===== src/rtl/bcd_mul_pkg.sv =====
package bcd_mul_pkg;

    typedef logic [3:0] dgt_t;

    typedef enum logic {ST_IDLE, ST_RUN} gen_state_t;

    // one decimal digit add: returns {carry, digit}
    function automatic logic [4:0] dgt_add(dgt_t a, dgt_t b, logic ci);
        logic [4:0] raw;
        logic [4:0] adj;
        raw = {1'b0, a} + {1'b0, b} + {4'b0000, ci};
        adj = raw + 5'd6;
        if (raw > 5'd9) begin
            return {1'b1, adj[3:0]};
        end
        return raw;
    endfunction

endpackage


===== src/rtl/bcd_adder.sv =====
module bcd_adder #(
    parameter int DIGITS = 4
) (
    input  logic [4*DIGITS-1:0] a,
    input  logic [4*DIGITS-1:0] b,
    input  logic                cin,
    output logic [4*DIGITS-1:0] sum,
    output logic                cout
);
    import bcd_mul_pkg::*;

    always_comb begin
        logic       carry;
        logic [4:0] r;
        carry = cin;
        sum   = '0;
        for (int i = 0; i < DIGITS; i++) begin
            r             = dgt_add(a[4*i +: 4], b[4*i +: 4], carry);
            sum[4*i +: 4] = r[3:0];
            carry         = r[4];
        end
        cout = carry;
    end

endmodule


===== src/rtl/bcd_digit_mul.sv =====
module bcd_digit_mul
    import bcd_mul_pkg::*;
(
    input  dgt_t x,
    input  dgt_t y,
    output dgt_t tens,
    output dgt_t units
);
    logic [6:0] p;

    assign p = {3'b000, x} * {3'b000, y};

    always_comb begin
        tens = '0;
        for (int k = 1; k <= 8; k++) begin
            if (p >= 7'(10 * k)) begin
                tens = 4'(k);
            end
        end
        units = 4'(p - 7'(10 * tens));
    end

    // a legal digit pair yields a legal two-digit result
    always_comb begin
        if (x <= 4'd9 && y <= 4'd9) begin
            a_r9_digit_mul_range: assert (units <= 4'd9 && tens <= 4'd8);
        end
    end

endmodule


===== src/rtl/bcd_pp_row.sv =====
module bcd_pp_row
    import bcd_mul_pkg::*;
#(
    parameter int N = 4
) (
    input  logic [4*N-1:0]     mcand,
    input  dgt_t               mdig,
    output logic [4*(N+1)-1:0] pp
);
    logic [4*N-1:0] tens_v;
    logic [4*N-1:0] units_v;
    logic           row_cout;

    for (genvar g = 0; g < N; g++) begin : g_col
        bcd_digit_mul u_dm (
            .x    (mcand[4*g +: 4]),
            .y    (mdig),
            .tens (tens_v[4*g +: 4]),
            .units(units_v[4*g +: 4])
        );
    end

    // tens digits sit one position above the units digits
    bcd_adder #(.DIGITS(N+1)) u_add (
        .a   ({4'h0, units_v}),
        .b   ({tens_v, 4'h0}),
        .cin (1'b0),
        .sum (pp),
        .cout(row_cout)
    );

    // a partial product never exceeds N+1 digits
    always_comb begin
        a_r1_row_fits: assert (row_cout == 1'b0);
    end

endmodule


===== src/rtl/bcd_iter_mult.sv =====
module bcd_iter_mult
    import bcd_mul_pkg::*;
#(
    parameter int N = 4
) (
    input  logic           clk,
    input  logic           rst,
    input  logic           start,
    input  logic [4*N-1:0] mcand,
    input  logic [4*N-1:0] mplier,
    output logic           ready,
    output logic [8*N-1:0] product,
    output logic           valid
);
    localparam int DW = 4 * N;
    localparam int PW = DW + 4;
    localparam int CW = $clog2(N);
    localparam logic [CW-1:0] LAST_IDX = CW'(N - 1);

    gen_state_t     state, state_nx;
    logic [CW-1:0]  cnt;
    logic [DW-1:0]  opa, opb;
    logic           accept, gen_last, gen_on;

    logic [PW-1:0]  pp_nx, pp_q;
    logic           pp_vld, pp_first, pp_last;

    logic [DW-1:0]  acc_hi, acc_lo;
    logic [PW-1:0]  acc_base, acc_sum;
    logic           acc_cout;

    // ---------------- control ----------------
    always_comb begin
        gen_on   = (state == ST_RUN);
        gen_last = gen_on && (cnt == LAST_IDX);
        ready    = (state == ST_IDLE) || gen_last;
        accept   = start && ready;
        unique case (state)
            ST_IDLE: state_nx = accept ? ST_RUN : ST_IDLE;
            ST_RUN:  state_nx = (gen_last && !accept) ? ST_IDLE : ST_RUN;
            default: state_nx = ST_IDLE;
        endcase
    end

    always_ff @(posedge clk) begin
        if (rst) state <= ST_IDLE;
        else     state <= state_nx;
    end

    // ---------------- stage 1: partial products ----------------
    bcd_pp_row #(.N(N)) u_row (
        .mcand(opa),
        .mdig (opb[3:0]),
        .pp   (pp_nx)
    );

    always_ff @(posedge clk) begin
        if (rst) begin
            cnt      <= '0;
            opa      <= '0;
            opb      <= '0;
            pp_q     <= '0;
            pp_vld   <= 1'b0;
            pp_first <= 1'b0;
            pp_last  <= 1'b0;
        end else begin
            pp_vld   <= gen_on;
            pp_first <= gen_on && (cnt == '0);
            pp_last  <= gen_last;
            if (gen_on) begin
                pp_q <= pp_nx;
                opb  <= {4'h0, opb[DW-1:4]};
                cnt  <= cnt + 1'b1;
            end
            if (accept) begin
                opa <= mcand;
                opb <= mplier;
                cnt <= '0;
            end
        end
    end

    // ---------------- stage 2: decimal accumulation ----------------
    assign acc_base = pp_first ? '0 : {4'h0, acc_hi};

    bcd_adder #(.DIGITS(N+1)) u_acc (
        .a   (acc_base),
        .b   (pp_q),
        .cin (1'b0),
        .sum (acc_sum),
        .cout(acc_cout)
    );

    always_ff @(posedge clk) begin
        if (rst) begin
            acc_hi  <= '0;
            acc_lo  <= '0;
            product <= '0;
            valid   <= 1'b0;
        end else begin
            valid <= 1'b0;
            if (pp_vld) begin
                acc_hi <= acc_sum[PW-1:4];
                acc_lo <= {acc_sum[3:0], acc_lo[DW-1:4]};
                if (pp_last) begin
                    product <= {acc_sum, acc_lo[DW-1:4]};
                    valid   <= 1'b1;
                end
            end
        end
    end

    // ---------------- assertions ----------------
    logic digit_bad;
    always_comb begin
        digit_bad = 1'b0;
        for (int i = 0; i < 2*N; i++) begin
            if (product[4*i +: 4] > 4'd9) digit_bad = 1'b1;
        end
    end

    a_r1_acc_no_carry: assert property (@(posedge clk) disable iff (rst)
        pp_vld |-> !acc_cout);

    a_r2_last_step_valid: assert property (@(posedge clk) disable iff (rst)
        (pp_vld && pp_last) |=> valid);

    a_r4_valid_pulse: assert property (@(posedge clk) disable iff (rst)
        valid |=> !valid);

    a_r5_ready_drops: assert property (@(posedge clk) disable iff (rst)
        (start && ready) |=> !ready);

    a_r7_reset_clears: assert property (@(posedge clk)
        rst |=> (!valid && ready));

    a_r9_product_digits: assert property (@(posedge clk) disable iff (rst)
        valid |-> !digit_bad);

endmodule


===== config.mk =====
export PLATFORM = sky130hd
export DESIGN_NAME = bcd_iter_mult
export DESIGN_NICKNAME = d
export VERILOG_FILES = /design/src/rtl/bcd_mul_pkg.sv /design/src/rtl/bcd_adder.sv /design/src/rtl/bcd_digit_mul.sv /design/src/rtl/bcd_pp_row.sv /design/src/rtl/bcd_iter_mult.sv
export SDC_FILE = /design/constraint.sdc
export NUM_CORES = 1
export LEC_CHECK = 0
export CORE_MARGIN = 8
export CORE_UTILIZATION = 27
export CTS_BUF_LIST = sky130_fd_sc_hd__clkbuf_4
export CTS_CLUSTER_SIZE = 25
export DETAILED_ROUTE_END_ITERATION = 10
export GPL_ROUTABILITY_DRIVEN = 1
export SYNTH_ARGS = -nofsm -noshare
export SYNTH_HDL_FRONTEND = slang
export SYNTH_SLANG_ARGS = --single-unit
export TNS_END_PERCENT = 5

===== constraint.sdc =====
create_clock -name clk -period 16.7 [get_ports clk]
set_input_delay 3.34 -clock clk [delete_from_list [all_inputs] [get_ports clk]]
set_output_delay 3.34 -clock clk [all_outputs]
set_load 0.02 [all_outputs]

==> results by group <==
Status
  – Run status: complete, no violations

Critical path
  – Endpoint type of the worst setup path: flip-flop
  – Data arrival time of the critical path: 13.08 ns
  – Max stage delay on crit path: around 0.65 ns
  – CP max stage cell: dfxtp_1
  – Most common cell on crit path: fa_1
  – CP required: about 17 ns
  – Critical Path Source Type: flip-flop
  – Flop-to-flop setup slack: about 4 ns
  – Reg-to-reg startpoint: opb[3]$_SDFFE_PP0P_
  – Worst R2R End: pp_q[18]$_SDFFE_PP0P_
  – Crit-path max FO: 17
  – Kind of critical path: flip-flop to flip-flop
  – Worst r2r path cells: 47

Logic synthesis
  – Post-synth ARST share: 0%
  – Post-synthesis sequential area ratio: between 20% and 30%
  – Syn_nets: approximately 1200
  – Cell Area, Synth: 8579 um^2
  – Synth Flop Type: dfxtp_1
  – Dominant cells by area after synthesis: dfxtp_1 (28%), ha_1 (13%), fa_1 (7.7%)
  – #FFs+latches synth: 119
  – Avg Inst Size Synth: 8.297 um^2
  – Top cell type's share of synthesized area: 27.77%
  – Synth warnings: 0
  – Yosys cell types: 59
  – EDFF count, synth: 0
  – Synth area leader: dfxtp_1
  – Mapped Cells: ~1000

Detailed routing
  – DRC viols: 0
  – DRT antenna net count: 0
  – Routed wire per std cell: 12.83 um
  – DR vias/cell: about 4.7
  – Vias after detailed routing: 6946
  – 1st-iter DRT viols: approximately 330
  – DR pass1 iterations: 4
  – WL final: between 15000 and 20000 um

Clock tree
  – CTS tree: built
  – Post-CTS Resized: 0
  – Worst-skew pair later-pin latency: about 0.54 ns
  – Max clock buf depth: 2
  – Hold_buf cts: 0
  – Setup Buffers After CTS: 0
  – Clk slew on worst S/H paths: about 0.14 ns
  – Root buffer cell: clkbuf_4
  – H-tree depth: 4
  – CTS Buf Count: 17
  – CTS Sinks: 119

STA
  – Period utilization: roughly three quarters
  – Final hold violation count: 0
  – F_max: between 70 and 80 MHz
  – Relative slew slack: 34.73%
  – RSZ-0062 raised after global routing: no
  – Worst Tran Pin Value: 0.9790 ns
  – Minimum clock period: roughly 13 ns
  – PnR worst setup slack: 4.051 ns
  – Slew Limit Fails: 0
  – TNS Setup: 0 ns
  – Clock skew: 0.02407 ns
  – Setup-failing EPs final: 0

Floorplan
  – Rows: 65
  – Initial Util: a little over a quarter
  – I/O pins: 69
  – Die ar.: 37740 um^2
  – Die height: about 190 um
  – CORE AREA: roughly 31000 um^2
  – Die width: about 200 um

Min path
  – Hold Startpoint: product[9]$_SDFFE_PP0P_
  – Worst hold path depth: 2
  – Tightest Hold Check Type: flip-flop to flip-flop
  – Hold Path End: product[9]$_SDFFE_PP0P_

Global route
  – Largest net degree at the start of global routing: 92
  – Met3 Use GR: 2.812%
  – Global-route usage over all layers: 10.28%
  – Vias in the first global route: between 6000 and 7000
  – Met1 usage: 13.98%
  – Total gr overflow: 0
  – Grt met2 use: ~16%
  – First-pass GRT wire length: between 30000 and 40000 um
  – Layer with the highest usage: met2
  – Initial antenna violation count: 1

Finish
  – Layout Nets: 1233
  – P&R area growth vs syn: 15.84%
  – Commonest non-fill, non-tap cell in the layout: nand2_1
  – Share of layout cells above drive strength 1: 4.679%
  – Most frequent cells in the layout: nand2_1 (141), dfxtp_1 (118), nor2_1 (91)

Run
  – Max_cap viols: 0

Power and ir drop
  – P_leak: approximately 4.3 nW
  – Power Density: 79.29 nW/um^2
  – Max IR drop VDD: around 36 uV

Placed design
  – Gpl congestion: 0.7748
  – PortBufs: 68
  – Hpwl dp: between 10000 and 15000 um
  – Dpl ws: around 4 ns
power by group:
group / switching, W / internal [W]
sequential: 0.0000158 / 0.000298
combinational: 0.000127 / 0.0000993
clock: 0.000137 / 0.000111
total: 0.000279 / 0.000509
worst max-delay path: cells and delay by family, from the launching register on:
kind                       cells  cell delay (ns)
AOI/OAI and AO/OA             15             3.61
xor gates and xnor gates       7             1.84
adders and majority gates     17             5.72
buffers and inverters          5             0.32
DFF                            1             0.65
and+or+nand+nor                3             0.36
cell families after synthesis:
logic type / share of synthesized area [%]
flops: 27.77
simple gates: 16.96
fa+ha+maj: 20.65
compound gates: 18.51
xor+xnor: 6.709
mux: 3.442
buf+inv: 5.965
Yosys cell counts, drive strengths merged, types with 4 or more instances:
library cell  number
nand2            141
dfxtp            119
nor2              91
ha                88
inv               84
a21oi             82
xnor2             48
clkbuf            41
and2              40
a211oi            35
fa                33
a21o              25
mux2i             25
o21ai             23
nor2b             17
a22oi             16
xor2              16
nand2b            12
a311oi             9
a221oi             8
buf                8
a21boi             6
a31oi              6
nor3               6
or3                5
mux2               4
nand3              4
nor3b              4
o211ai             4
o22a               4
o22ai              4
or2                4
flip-flops by register name, summed over array words and instances, names as in the netlist:
signal / count
pp_last: 1
cnt: 2
product: 32
acc_hi: 16
valid: 1
pp_q: 20
opb: 16
pp_first: 1
gen_on: 1
opa: 16
acc_lo: 12
pp_vld: 1
cell type report:
cell class | instances | area (um^2)
Clock inverter | 15 | 205.2
Tap cell | 402 | 503.0
Inverter | 84 | 315.3
Fill cell | 3347 | 21450
Timing Repair Buffer | 73 | 715.7
Multi-Input combinational cell | 782 | 5685
Sequential cell | 119 | 2384
Antenna cell | 1 | 2.502
Clock buffer | 17 | 127.6
metrics by stage:
stage	total power [W]	std cells	util [%]	cell area, um^2	hold slack (ns)
finish	0.0007880	1493	31.66	9938	0.4649
global route	0.0008464	1493	31.66	9938	0.4868
CTS	0.0008010	1492	31.65	9936	0.4685
detailed placement	0.0005472	1460	30.59	9603	0.4472
global placement	0.0005399	1460	30.59	9603	0.4455
floorplan	0.0004902	1034	-	8579	0.4312
routing by layer:
| layer | wire length (um) | up-vias |
|---|---|---|
| li1 | - | 3615 |
| met1 | 9846 | 3218 |
| met2 | 8421 | 107 |
| met3 | 787 | 6 |
| met4 | 101 | 0 |
| met5 | 0 | - |
worst max path at each step:
| stage | start | to | slack (ns) | cells after the start |
|---|---|---|---|---|
| after global placement | opb[3]$_SDFFE_PP0P_ | pp_q[18]$_SDFFE_PP0P_ | 4.51 | 47 |
| final | opb[3]$_SDFFE_PP0P_ | pp_q[18]$_SDFFE_PP0P_ | 4.05 | 47 |
| after CTS | opb[3]$_SDFFE_PP0P_ | pp_q[18]$_SDFFE_PP0P_ | 4.03 | 47 |
| after detailed placement | opb[3]$_SDFFE_PP0P_ | pp_q[18]$_SDFFE_PP0P_ | 4.11 | 47 |
| after global routing | opb[3]$_SDFFE_PP0P_ | pp_q[18]$_SDFFE_PP0P_ | 3.01 | 47 |
| after floorplan | opb[3]$_SDFFE_PP0P_ | pp_q[18]$_SDFFE_PP0P_ | 5.11 | 48 |
No activity file was read; power rests on OpenSTA's default activity.
